[src/rtl/ci_pkg.sv]
package ci_pkg;

  localparam int CA_W = 14;

  localparam logic [3:0] OFS_INT  = 4'h0;
  localparam logic [3:0] OFS_ALO  = 4'h4;
  localparam logic [3:0] OFS_AHI  = 4'h5;
  localparam logic [3:0] OFS_DATA = 4'h6;
  localparam logic [3:0] OFS_BUS  = 4'h7;

  typedef enum logic [1:0] {
    RS_IDLE,
    RS_PULSE,
    RS_SETTLE
  } rst_phase_e;

  // Join the two address registers into the card address.
  function automatic logic [CA_W-1:0] join_addr(input logic [6:0] lo7, input logic [6:0] hi7);
    return {hi7, lo7};
  endfunction

  // Bus-control read view.
  function automatic logic [7:0] bus_view(input logic slot, input logic space,
                                          input logic [1:0] busy, input logic [1:0] ts,
                                          input logic [1:0] absent);
    return {slot, space, busy[0], busy[1], ts[0], ts[1], absent[0], absent[1]};
  endfunction

  // Interrupt control read view.
  function automatic logic [7:0] int_view(input logic en6, input logic en2, input logic pend);
    return {1'b0, en6, 3'b000, en2, 1'b0, pend};
  endfunction

  function automatic logic [1:0] slot_onehot(input logic slot);
    return slot ? 2'b10 : 2'b01;
  endfunction

endpackage

[src/rtl/ci_card_cycle.sv]
module ci_card_cycle #(
  parameter int CARD_CLKS = 4
) (
  input  logic       clk,
  input  logic       rst_n,
  input  logic       start,
  input  logic       is_read,
  input  logic [7:0] wbyte,
  input  logic [7:0] card_rdata,
  output logic       busy,
  output logic       card_rd,
  output logic       card_wr,
  output logic [7:0] card_wdata,
  output logic       done,
  output logic [7:0] rbyte
);
  localparam int CNT_W = $clog2(CARD_CLKS + 1);

  logic [CNT_W-1:0] cnt;

  always_ff @(posedge clk or negedge rst_n) begin
    if (!rst_n) begin
      busy       <= 1'b0;
      card_rd    <= 1'b0;
      card_wr    <= 1'b0;
      card_wdata <= '0;
      cnt        <= '0;
      done       <= 1'b0;
      rbyte      <= '0;
    end else begin
      done <= 1'b0;
      if (!busy && start) begin
        busy       <= 1'b1;
        card_rd    <= is_read;
        card_wr    <= !is_read;
        card_wdata <= wbyte;
        cnt        <= CNT_W'(CARD_CLKS - 1);
      end else if (busy) begin
        if (cnt == '0) begin
          busy    <= 1'b0;
          card_rd <= 1'b0;
          card_wr <= 1'b0;
          done    <= 1'b1;
          if (card_rd) rbyte <= card_rdata;
        end else begin
          cnt <= cnt - 1'b1;
        end
      end
    end
  end
endmodule

[src/rtl/ci_slot_reset.sv]
module ci_slot_reset
  import ci_pkg::*;
#(
  parameter int RST_CLKS    = 20,
  parameter int SETTLE_CLKS = 12
) (
  input  logic clk,
  input  logic rst_n,
  input  logic req,
  output logic busy,
  output logic card_rst
);
  localparam int MAXC = (RST_CLKS > SETTLE_CLKS) ? RST_CLKS : SETTLE_CLKS;
  localparam int RW   = $clog2(MAXC + 1);

  rst_phase_e    phase;
  logic [RW-1:0] cnt;

  always_ff @(posedge clk or negedge rst_n) begin
    if (!rst_n) begin
      phase <= RS_IDLE;
      cnt   <= '0;
    end else begin
      case (phase)
        RS_IDLE: if (req) begin
          phase <= RS_PULSE;
          cnt   <= RW'(RST_CLKS - 1);
        end
        RS_PULSE: if (cnt == '0) begin
          phase <= RS_SETTLE;
          cnt   <= RW'(SETTLE_CLKS - 1);
        end else begin
          cnt <= cnt - 1'b1;
        end
        RS_SETTLE: if (cnt == '0) phase <= RS_IDLE;
                   else cnt <= cnt - 1'b1;
        default: phase <= RS_IDLE;
      endcase
    end
  end

  assign busy     = (phase != RS_IDLE);
  assign card_rst = (phase == RS_PULSE);
endmodule

[src/rtl/ci_irq_unit.sv]
module ci_irq_unit (
  input  logic       clk,
  input  logic       rst_n,
  input  logic       en_wr,
  input  logic [1:0] en_bits,
  input  logic       ack_rd,
  input  logic [1:0] absent,
  output logic [1:0] det_q,
  output logic       en6,
  output logic       en2,
  output logic       irq_en,
  output logic       det_chg,
  output logic       pend
);
  assign irq_en  = en6 && en2;
  assign det_chg = |(absent ^ det_q);

  always_ff @(posedge clk or negedge rst_n) begin
    if (!rst_n) begin
      det_q <= 2'b11;
      en6   <= 1'b0;
      en2   <= 1'b0;
      pend  <= 1'b0;
    end else begin
      det_q <= absent;
      if (en_wr) begin
        en6 <= en_bits[1];
        en2 <= en_bits[0];
      end
      if (irq_en && det_chg) pend <= 1'b1;
      else if (ack_rd)       pend <= 1'b0;
    end
  end
endmodule

[src/rtl/ci_card_ctrl.sv]
module ci_card_ctrl
  import ci_pkg::*;
#(
  parameter int CARD_CLKS   = 4,
  parameter int RST_CLKS    = 20,
  parameter int SETTLE_CLKS = 12,
  parameter int NSLOT       = 2
) (
  input  logic            clk,
  input  logic            rst_n,
  input  logic [3:0]      reg_addr,
  input  logic            reg_wr,
  input  logic            reg_rd,
  input  logic [7:0]      reg_wdata,
  output logic [7:0]      reg_rdata,
  output logic            reg_ack,
  output logic            reg_ready,
  output logic [CA_W-1:0] card_addr,
  output logic            card_space_ctl,
  output logic [1:0]      card_sel,
  output logic            card_rd,
  output logic            card_wr,
  output logic [7:0]      card_wdata,
  input  logic [7:0]      card_rdata,
  output logic [1:0]      card_rst,
  output logic [1:0]      ts_route,
  input  logic [1:0]      card_absent,
  output logic            irq
);
  // Named internal events
  logic       accept, wr_evt, rd_evt, data_start, int_ack, int_wr, bus_wr;
  logic       cyc_busy, cyc_done;
  logic [7:0] cyc_rbyte;
  logic [1:0] rst_busy, det_q;
  logic       en6, en2, irq_en, det_chg, pend;

  logic [6:0] alo, ahi;
  logic       slot, space;
  logic [1:0] ts;
  logic       ack_q;
  logic [7:0] rdata_q, rd_mux;

  assign reg_ready  = !cyc_busy;
  assign accept     = reg_ready && (reg_wr || reg_rd);
  assign wr_evt     = accept && reg_wr;
  assign rd_evt     = accept && !reg_wr;
  assign data_start = accept && (reg_addr == OFS_DATA);
  assign int_ack    = rd_evt && (reg_addr == OFS_INT);
  assign int_wr     = wr_evt && (reg_addr == OFS_INT);
  assign bus_wr     = wr_evt && (reg_addr == OFS_BUS);

  ci_card_cycle #(.CARD_CLKS(CARD_CLKS)) u_cycle (
    .clk(clk), .rst_n(rst_n), .start(data_start), .is_read(!reg_wr),
    .wbyte(reg_wdata), .card_rdata(card_rdata), .busy(cyc_busy),
    .card_rd(card_rd), .card_wr(card_wr), .card_wdata(card_wdata),
    .done(cyc_done), .rbyte(cyc_rbyte)
  );

  for (genvar s = 0; s < NSLOT; s++) begin : g_slot
    ci_slot_reset #(.RST_CLKS(RST_CLKS), .SETTLE_CLKS(SETTLE_CLKS)) u_rst (
      .clk(clk), .rst_n(rst_n), .req(bus_wr && reg_wdata[5-s]),
      .busy(rst_busy[s]), .card_rst(card_rst[s])
    );
  end

  ci_irq_unit u_irq (
    .clk(clk), .rst_n(rst_n), .en_wr(int_wr), .en_bits({reg_wdata[6], reg_wdata[2]}),
    .ack_rd(int_ack), .absent(card_absent), .det_q(det_q), .en6(en6), .en2(en2),
    .irq_en(irq_en), .det_chg(det_chg), .pend(pend)
  );

  always_comb begin
    case (reg_addr)
      OFS_INT: rd_mux = int_view(en6, en2, pend);
      OFS_ALO: rd_mux = {alo, 1'b0};
      OFS_AHI: rd_mux = {1'b0, ahi};
      OFS_BUS: rd_mux = bus_view(slot, space, rst_busy, ts, det_q);
      default: rd_mux = 8'h00;
    endcase
  end

  always_ff @(posedge clk or negedge rst_n) begin
    if (!rst_n) begin
      ack_q   <= 1'b0;
      rdata_q <= '0;
      alo     <= '0;
      ahi     <= '0;
      slot    <= 1'b0;
      space   <= 1'b0;
      ts      <= '0;
    end else begin
      ack_q <= accept && !data_start;
      if (rd_evt && !data_start) rdata_q <= rd_mux;
      if (wr_evt) begin
        case (reg_addr)
          OFS_ALO: alo <= reg_wdata[7:1];
          OFS_AHI: ahi <= reg_wdata[6:0];
          OFS_BUS: begin
            slot  <= reg_wdata[7];
            space <= reg_wdata[6];
            ts    <= {reg_wdata[2], reg_wdata[3]};
          end
          default: ;
        endcase
      end
    end
  end

  assign reg_ack        = ack_q || cyc_done;
  assign reg_rdata      = cyc_done ? cyc_rbyte : rdata_q;
  assign card_addr      = join_addr(alo, ahi);
  assign card_space_ctl = space;
  assign card_sel       = (card_rd || card_wr) ? slot_onehot(slot) : 2'b00;
  assign ts_route       = ts;
  assign irq            = pend;
endmodule

[config.mk]
export PLATFORM = sky130hd
export DESIGN_NAME = ci_card_ctrl
export DESIGN_NICKNAME = d
export VERILOG_FILES = /design/src/rtl/ci_pkg.sv /design/src/rtl/ci_card_cycle.sv /design/src/rtl/ci_slot_reset.sv /design/src/rtl/ci_irq_unit.sv /design/src/rtl/ci_card_ctrl.sv
export SDC_FILE = /design/constraint.sdc
export NUM_CORES = 1
export LEC_CHECK = 0
export ABC_AREA = 1
export BUFFER_PORTS_ARGS = -buffer_cell sky130_fd_sc_hd__buf_2
export CORE_MARGIN = 5
export CORE_UTILIZATION = 49
export CTS_CLUSTER_DIAMETER = 50
export CTS_CLUSTER_SIZE = 12
export DETAILED_ROUTE_END_ITERATION = 10
export GPL_TIMING_DRIVEN = 0
export HOLD_SLACK_MARGIN = 0.02
export PLACE_DENSITY = 0.72
export SYNTH_ARGS = -nofsm -noshare
export SYNTH_HDL_FRONTEND = slang
export SYNTH_SLANG_ARGS = --single-unit
[constraint.sdc]
create_clock -name clk -period 2 [get_ports clk]
set_input_delay 0.1 -clock clk [delete_from_list [all_inputs] [get_ports clk]]
set_output_delay 0.1 -clock clk [all_outputs]
set_load 0.005 [all_outputs]
==> impl_metrics.yaml, run 1 <==
sta:
  hold_slack_ns: 0.0529
  final_hold_viol_count: 0
  tightest_slew_ns: 0.878
  setup_viol: 0
  relSlewSlack_pct: 41.5
  layout_setup_ws_ns: 0.277
  fmax_mhz: 581
  rsz0062_at_grt: "no"
  period_minus_slack_ns: 1.72
  drv_slew: 0
  post-route-period-util_pct: 86.1
  finalClockSkew_ns: 0.0114
  tns_ns: 0
detailed_routing:
  firstDrtPassIters: 4
  wirelength_um: 8270
  vias: 3047
  drtIter0Drc: 175
  ant_nets: 0
  drcViolationCount: 0
  routedWlPerCell_um: 13.5
  vias_per_cell: 4.97
clocking:
  cts_tree: "yes"
  h-tree-depth: 3
  cts.path.max_buffers: 2
  cts-buffers-inserted: 9
  cts_resized: 0
  cts.reportedPaths.clkPinSlew_ns: 0.08
  cts-root-buf: "clkbuf_8"
  clock_sinks: 69
  clk_latency_ns: 0.35
logic_synthesis:
  synthTopCellsByCount: "144 x nand2_1, 67 x dfrtp_1, 51 x inv_1, 28 x o21ai_1, 21 x nand3_1"
  ys_seq_elements: 69
  synth_most_common_cell: "nand2_1"
  yosysWarningCount: 0
  syn_nets: 459
  postSynth.asyncResetShare_pct: 100
  synthCells: 421
  synth.area.top_cells: "dfrtp_1 48%, nand2_1 15%, inv_1 5.5%, ha_1 4.3%, o21ai_1 4.0%"
  syn_area_mm2: 0.00350
  yosysSeqAreaShare_pct: 49.3
  synth_edf_count: 0
  synth_top_cell_area_share_pct: 47.8
  syn_avg_cell_area_um2: 8.32
  synth_top_flop_cell: "dfrtp_1"
  synth_top_cell_by_area: "dfrtp_1"
  synth_cell_types: 32
flow_run:
  maxCapViolCount: 0
worst_setup_path:
  rr_worst_depth: 7
  end_kind: "flip-flop"
  cp_max_fo: 8
  reg2reg_slack_ns: 0.28
  path_class: "reg -> reg"
  startpoint_type: "flip-flop"
  worstPathArrival_ns: 1.95
  crit_required_ns: 2.23
run_status:
  status: "finished clean"
floorplan:
  core_mm2: 0.00687
  die_w_um: 94.6
  pin_count: 68
  fp.dieArea_mm2: 0.00894
  die_h_um: 94.6
  num_rows: 30
  initial_core_util_pct: 51.0
place:
  place_congestion: 0.873
  portBuffers: 67
  pre_cts_slack_ns: 0.308
  dp_hpwl_um: 5940
layout:
  nFillCells: 597
  fin_nets: 550
  seq_area_mm2: 0.00173
  n_antenna_cell: 0
  drive_gt1_share_pct: 24.2
  multi_input_area_mm2: 0.00151
  syn2layout_area_growth_pct: 22.8
power_and_ir_drop:
  ir_drop_mv: 0.695
  power_density_mw_per_mm2: 1380
  p_leak_uw: 0.00228
  total_power_uw: 5920
min_path:
  min-delay-path-class: "in -> reg"
  holdPathStages: 3
global_route:
  grt_pass1_wl_um: 14000
  grt_max_degree: 70
  grt_pass1_vias: 3002
  groute.usage.overall_pct: 20.3
  antenna_found_initial: 0
  grt_overflow: 0
==> where the power goes <==
part	leakage, uW	switching [uW]	internal, uW	total, uW
clock network	0.000106	546	678	1220
registers	0.000868	388	1930	2320
logic	0.00131	1360	1020	2380
==> area by class of cell <==
class,count,area share (%)
Clock buffer,13,3.92
Buffer,9,1.40
Inverter,54,4.71
Sequential cell,69,40.2
Multi-Input combinational cell,289,35.1
Clock inverter,3,0.988
Tap cell,96,2.79
Timing Repair Buffer,80,10.9
==> cell families after synthesis <==
group                      Yosys count  share of synthesized area (%)
AOI/OAI and AO/OA                   63                           10.7
xor gates and xnor gates             2                          0.500
adders and majority gates           12                           4.28
buffers and inverters               63                           7.50
DFF                                 69                           49.3
muxes                                8                           2.57
and+or+nand+nor                    204                           25.1
==> routing by layer <==
layer	routed length (um)	vias to the layer above	track usage, %
met4	193	0	9.38
met5	0	-	0
met1	3590	1426	26.3
met2	4090	75	32.9
li1	-	1530	-
met3	396	16	3.75
==> metrics by stage <==
step / instances / utilization (%) / cell area [um2]
2_1_floorplan: 421 / - / 3500
3_3_place_gp: 584 / 57.7 / 3960
3_5_place_dp: 584 / 57.7 / 3960
4_1_cts: 613 / 62.7 / 4300
5_1_grt: 613 / 62.7 / 4300
6_report: 613 / 62.7 / 4300
==> cells in the final DEF (no fill, tap or decap), drive strengths merged <==
master	instances
o21a	1
nand2	146
nand4	10
o22ai	2
ha	12
o211ai	5
inv	54
nor2	20
a21oi	9
clkbuf	14
dfrtp	67
dfstp	2
mux2	8
clkinvlp	1
clkinv	1
buf	75
nand3	23
nor3	2
o21ai	46
dlygate4sd3	13
bufinv	1
xor2	2
or2	3
==> worst paths after layout <==
kind | from | to
worst max-delay path | u_cycle.cnt[0] | u_cycle.rbyte[7]
worst min-delay path | reg_wdata[3] | ahi[3]
worst max register to register | u_cycle.cnt[0] | u_cycle.rbyte[7]
worst min register to register | u_cycle.cnt[2] | u_cycle.cnt[2]
max in group asynchronous | rst_n | card_space_ctl
min in group asynchronous | rst_n | g_slot[1].u_rst.cnt[1]
==> sequential cells by signal, indices dropped and copies added, names as in the netlist <==
register,count
u_irq.pend,1
ahi,7
rdata_q,8
u_irq.en6,1
u_cycle.card_wr,1
slot,1
u_cycle.busy,1
u_cycle.card_rd,1
u_irq.en2,1
g_slot.u_rst.cnt,10
card_space_ctl,1
ts_route,2
ack_q,1
u_cycle.rbyte,8
u_irq.det_q,2
u_cycle.cnt,3
g_slot.u_rst.phase,4
alo,7
u_cycle.card_wdata,8
u_cycle.done,1
==> critical path: stages (launching register included) <==
cell     delay [ns]
dfrtp_1        0.34
inv_1          0.06
ha_1           0.20
ha_1           0.21
nand2_1        0.09
inv_1          0.05
nand2_1        0.26
mux2_2         0.38
==> timing repair <==
action | in CTS | in global routing
setup buffers | 0 | 0
endpoints found under the hold margin | 79 | 0
endpoints found under the setup margin | 0 | 0
hold buffers | 13 | 0
No activity file was read; power rests on OpenSTA's default activity.
==> inputs of run 2 (changes only) <==
--- a/config.mk
+++ b/config.mk
@@ -6,7 +6,7 @@
 export NUM_CORES = 1
 export LEC_CHECK = 0
 export ABC_AREA = 1
-export BUFFER_PORTS_ARGS = -buffer_cell sky130_fd_sc_hd__buf_2
+export BUFFER_PORTS_ARGS = -buffer_cell sky130_fd_sc_hd__buf_4
 export CORE_MARGIN = 5
 export CORE_UTILIZATION = 49
 export CTS_CLUSTER_DIAMETER = 50
==> impl_metrics.yaml, run 2 (synthesis gave the netlist of run 1 again) <==
run_status:
  status: "finished clean"
place:
  dp_cells: 584
  portBuffers: 67
  dp_hpwl_um: 6100
  placed_area_mm2: 0.00413
  pre_cts_slack_ns: 0.269
  place_congestion: 0.891
flow_run:
  maxCapViolCount: 0
floorplan:
  fp.dieArea_mm2: 0.00894
  initial_core_util_pct: 51.0
  pin_count: 68
  die_w_um: 94.6
  core_mm2: 0.00687
  die_h_um: 94.6
  num_rows: 30
worst_setup_path:
  crit_path_start: "u_cycle.cnt[0]"
  cp_max_fo: 8
  worstPathArrival_ns: 1.96
  path_class: "reg -> reg"
  reg2reg_slack_ns: 0.26
  rr_worst_depth: 7
  end_kind: "flip-flop"
  worstReg2RegEnd: "u_cycle.rbyte[4]"
  r2r_start: "u_cycle.cnt[0]"
  startpoint_type: "flip-flop"
  endpoint: "u_cycle.rbyte[4]"
  crit_required_ns: 2.23
detailed_routing:
  ant_nets: 0
  vias_per_cell: 5.02
  routedWlPerCell_um: 14.0
  vias: 3075
  firstDrtPassIters: 4
  wirelength_um: 8550
  drtIter0Drc: 164
  drcViolationCount: 0
clocking:
  postCtsSetupRepairBufs: 0
  h-tree-depth: 3
  cts_tree: "yes"
  cts-root-buf: "clkbuf_8"
  cts.reportedPaths.clkPinSlew_ns: 0.07
  cts-buffers-inserted: 9
  clk_latency_ns: 0.34
  clock_sinks: 69
  cts.path.max_buffers: 2
layout:
  fin_nets: 550
  syn2layout_area_growth_pct: 28.3
  top_register: "g_slot.u_rst.cnt"
  drive_gt1_share_pct: 24.2
  n_antenna_cell: 0
  largest_register_ffs: 10
  final_cell_area_mm2: 0.00450
  final_common_cell: "nand2_1"
  instances_no_fill: 613
  layout_common_cells: "144 x nand2_1, 71 x buf_4, 67 x dfrtp_1"
sta:
  period_minus_slack_ns: 1.74
  relSlewSlack_pct: 40.7
  layout_setup_ws_ns: 0.262
  finalClockSkew_ns: 0.00769
  drv_slew: 0
  rsz0062_at_grt: "no"
  post-route-period-util_pct: 86.9
  tightest_slew_ns: 0.890
  final_hold_viol_count: 0
  tns_ns: 0
  fmax_mhz: 575
  hold_slack_ns: 0.0472
  setup_viol: 0
global_route:
  grt_pass1_vias: 3246
  grt_overflow: 0
  antenna_found_initial: 0
  grt_max_degree: 70
  grt_pass1_wl_um: 14800
  groute.usage.overall_pct: 21.0
power_and_ir_drop:
  power_density_mw_per_mm2: 1400
  p_leak_uw: 0.00233
  ir_drop_mv: 0.630
min_path:
  min-delay-path-class: "in -> reg"
run 2: cell count changes in the layout (fill, tap and decap cells not counted):
cell,before,now
buf_2,69,3
clkinv_4,0,1
bufinv_16,1,3
buf_4,5,71
clkbuf_8,12,9
run 2: worst min-delay path by stage:
stage	from	end	cells after the start
2_1_floorplan	rst_n	ack_q	0
3_3_place_gp	card_absent[1]	u_irq.det_q[1]	1
3_5_place_dp	card_absent[1]	u_irq.det_q[1]	1
4_1_cts	reg_wdata[7]	alo[6]	3
5_1_grt	reg_wdata[7]	u_cycle.card_wdata[7]	3
6_report	reg_wdata[7]	alo[6]	3
run 2: final cells by class:
class / count / area [um2]
Buffer: 9 / 60.1
Clock buffer: 10 / 128
Clock inverter: 6 / 111
Fill cell: 607 / 2370
Inverter: 54 / 203
Multi-Input combinational cell: 289 / 1510
Sequential cell: 69 / 1730
Tap cell: 96 / 120
Timing Repair Buffer: 80 / 633
run 2: what timing repair did:
action / 4_1_cts / 5_1_grt
hold buffers: 13 / 0
resized for setup: 0 / 0
hold endpoints to repair: 79 / 0
run 2: critical path: stages, from the launching register on:
cell and delay [ns]:
dfrtp_1 0.33, inv_1 0.06, ha_1 0.21, ha_1 0.21
nand2_1 0.10, inv_1 0.05, nand2_1 0.27, mux2_2 0.38
run 2: where the power goes:
part / total, uW / switching [uW] / internal [uW]
clock: 1370 / 543 / 829
combinational: 2580 / 1380 / 1190
sequential: 2340 / 411 / 1930
total: 6290 / 2340 / 3950
run 2: layer usage:
layer | GRT usage [%] | wire length (um) | up-vias
met4 | 8.53 | 181 | 0
met5 | 0 | 0 | -
li1 | - | - | 1525
met2 | 36.6 | 4370 | 61
met1 | 25.6 | 3640 | 1474
met3 | 3.98 | 363 | 15
run 2: per-stage QoR:
stage | power [uW] | utilization [%]
after floorplan | 3920 | -
after detailed placement | 4920 | 60.1
after global routing | 6840 | 65.5
after CTS | 6350 | 65.5
after global placement | 4810 | 60.1
final | 6290 | 65.5
==> inputs of run 3 (changes only) <==
--- a/config.mk
+++ b/config.mk
@@ -7,6 +7,7 @@
 export LEC_CHECK = 0
 export ABC_AREA = 1
 export BUFFER_PORTS_ARGS = -buffer_cell sky130_fd_sc_hd__buf_4
+export CORE_ASPECT_RATIO = 0.5
 export CORE_MARGIN = 5
 export CORE_UTILIZATION = 49
 export CTS_CLUSTER_DIAMETER = 50
@@ -17,4 +18,5 @@
 export PLACE_DENSITY = 0.72
 export SYNTH_ARGS = -nofsm -noshare
 export SYNTH_HDL_FRONTEND = slang
+export SYNTH_HIERARCHICAL = 1
 export SYNTH_SLANG_ARGS = --single-unit
==> impl_metrics.yaml, run 3 <==
clocking:
  postCtsSetupRepairBufs: 0
  clock_sinks: 69
  hold_buffers: 11
  h-tree-depth: 3
  cts_resized: 0
  cts_tree: "yes"
  cts-root-buf: "clkbuf_16"
  clk_latency_ns: 0.33
  cts.reportedPaths.clkPinSlew_ns: 0.05
  cts-buffers-inserted: 9
  cts.path.max_buffers: 2
layout:
  drive_gt1_share_pct: 24.0
  nFillCells: 625
  largest_register_ffs: 10
  syn2layout_area_growth_pct: 27.6
  final_cell_area_mm2: 0.00474
  n_antenna_cell: 0
  layout_common_cells: "170 x nand2_1, 71 x buf_4, 67 x dfrtp_1"
  fin_nets: 586
  top_register: "g_slot.u_rst/cnt"
  final_common_cell: "nand2_1"
sta:
  period_minus_slack_ns: 1.74
  tns_ns: 0
  rsz0062_at_grt: "no"
  post-route-period-util_pct: 87.0
  fmax_mhz: 575
  setup_viol: 0
  final_hold_viol_count: 0
  relSlewSlack_pct: 42.7
  tightest_slew_ns: 0.860
  finalClockSkew_ns: 0.00431
  hold_slack_ns: 0.0264
  drv_slew: 0
worst_setup_path:
  rr_worst_depth: 7
  worstPathArrival_ns: 1.96
  reg2reg_slack_ns: 0.26
  crit_slowest_cell: "dfrtp_1"
  cp_common_cell: "nor2_1"
  crit_required_ns: 2.22
  path_cells: "nor2_4 -> nand2_4 -> nor2_1 -> nor2_1 -> nor2_2 -> nand3_2 -> o21a_1"
  startpoint_type: "flip-flop"
  slowest_delay_ns: 0.49
  cp_max_fo: 10
  path_class: "reg -> reg"
  end_kind: "flip-flop"
logic_synthesis:
  synth_top_cell_by_area: "dfrtp_1"
  synth_edf_count: 0
  syn_avg_cell_area_um2: 8.13
  postSynth.asyncResetShare_pct: 100
  synth.area.top_cells: "dfrtp_1 45%, nand2_1 17%, inv_1 5.4%, ha_1 4.7%, nand3_1 4.6%"
  syn_area_mm2: 0.00372
  synth_cell_types: 30
  syn_nets: 497
  synthCells: 457
  synth_top_cell_area_share_pct: 45.1
  synth_most_common_cell: "nand2_1"
  yosysWarningCount: 6
  ys_seq_elements: 69
  synthTopCellsByCount: "170 x nand2_1, 67 x dfrtp_1, 53 x inv_1, 34 x nand3_1, 21 x nor2_1"
  synth_top_flop_cell: "dfrtp_1"
  yosysSeqAreaShare_pct: 46.5
power_and_ir_drop:
  p_leak_uw: 0.00259
  power_density_mw_per_mm2: 1320
  ir_drop_mv: 0.725
floorplan:
  core_mm2: 0.00735
  die_w_um: 133
  initial_core_util_pct: 50.6
  num_rows: 22
  pin_count: 68
  fp.dieArea_mm2: 0.00953
  die_h_um: 71.6
global_route:
  grt_pass1_wl_um: 14600
  grt_max_degree: 70
  antenna_found_initial: 0
  grt_overflow: 0
  grt_pass1_vias: 3175
  groute.usage.overall_pct: 19.1
detailed_routing:
  routedWlPerCell_um: 13.5
  vias_per_cell: 4.88
  wirelength_um: 8760
  vias: 3157
  drcViolationCount: 0
  drtIter0Drc: 204
  firstDrtPassIters: 4
  ant_nets: 0
place:
  place_congestion: 0.811
  placed_area_mm2: 0.00434
  portBuffers: 67
  dp_hpwl_um: 6210
flow_run:
  maxCapViolCount: 0
min_path:
  holdPathStages: 3
  min-delay-path-class: "in -> reg"
run_status:
  status: "finished clean"
## run 3: cell types whose count changed after synthesis, sizes merged, moves of 5 or more
| cell | before | now |
|---|---|---|
| mux2 | 8 | 2 |
| nor2 | 20 | 33 |
| o21a | 1 | 6 |
| nand3 | 23 | 39 |
| a21oi | 9 | 2 |
| o211ai | 5 | 0 |
| nand2 | 146 | 174 |
| o21ai | 46 | 37 |
## run 3: routing by layer
layer  routed length [um]  share of wire [%]  up-vias  track usage [%]
met5                    0                  0        -                0
met4                  133                1.5        0             6.96
met3                  342                3.9       12             5.05
met2                 4370                 50       52             33.9
met1                 3910                 45     1471             22.8
li1                     -                  -     1622                -
## run 3: final timing paths
kind | from | endpoint
max reg2reg | u_cycle/busy | g_slot[0].u_rst/cnt[0]
min in group asynchronous | rst_n | g_slot[1].u_rst/phase[1]
min reg2reg | rdata_q[0] | rdata_q[0]
min | card_rdata[5] | u_cycle/rbyte[5]
max | u_cycle/busy | g_slot[0].u_rst/cnt[0]
max in group asynchronous | rst_n | u_cycle/rbyte[4]
## run 3: worst max-delay path, delay by kind of cell (launching register included)
| kind | cells | cell delay (ns) |
|---|---|---|
| AOI/OAI and AO/OA | 1 | 0.19 |
| DFF | 1 | 0.49 |
| and+or+nand+nor | 6 | 0.93 |
## run 3: where the power goes
part	switching, uW	internal, uW
Clock	584	995
Combinational	1350	1090
Sequential	365	1880
Total	2290	3970
## run 3: final cells by class
cell class	instances	area, um2	area share (%)
buffer	8	67.6	1.42
clock buffer	12	246	5.20
clock inverter	4	47.5	1.00
inverter	57	216	4.56
multi-input combinational	323	1700	35.9
sequential	69	1730	36.4
tap	96	120	2.53
timing repair buffer	78	613	12.9
## run 3: per-stage QoR
step	worst slack, ns	power, uW	instances	utilization (%)
5_1_grt	0.0419	6740	647	64.6
4_1_cts	0.234	6310	647	64.6
6_report	0.260	6270	647	64.6
2_1_floorplan	0.503	3750	457	-
3_3_place_gp	0.304	4600	620	59.1
3_5_place_dp	0.283	4690	620	59.1
## run 3: kinds of logic after synthesis
logic type,count (synthesis),synth area share [%]
simple gates,261,32.6
flops,69,46.5
buf+inv,65,7.64
compound gates,45,7.67
fa+ha+maj,14,4.71
mux,2,0.606
xor+xnor,1,0.236
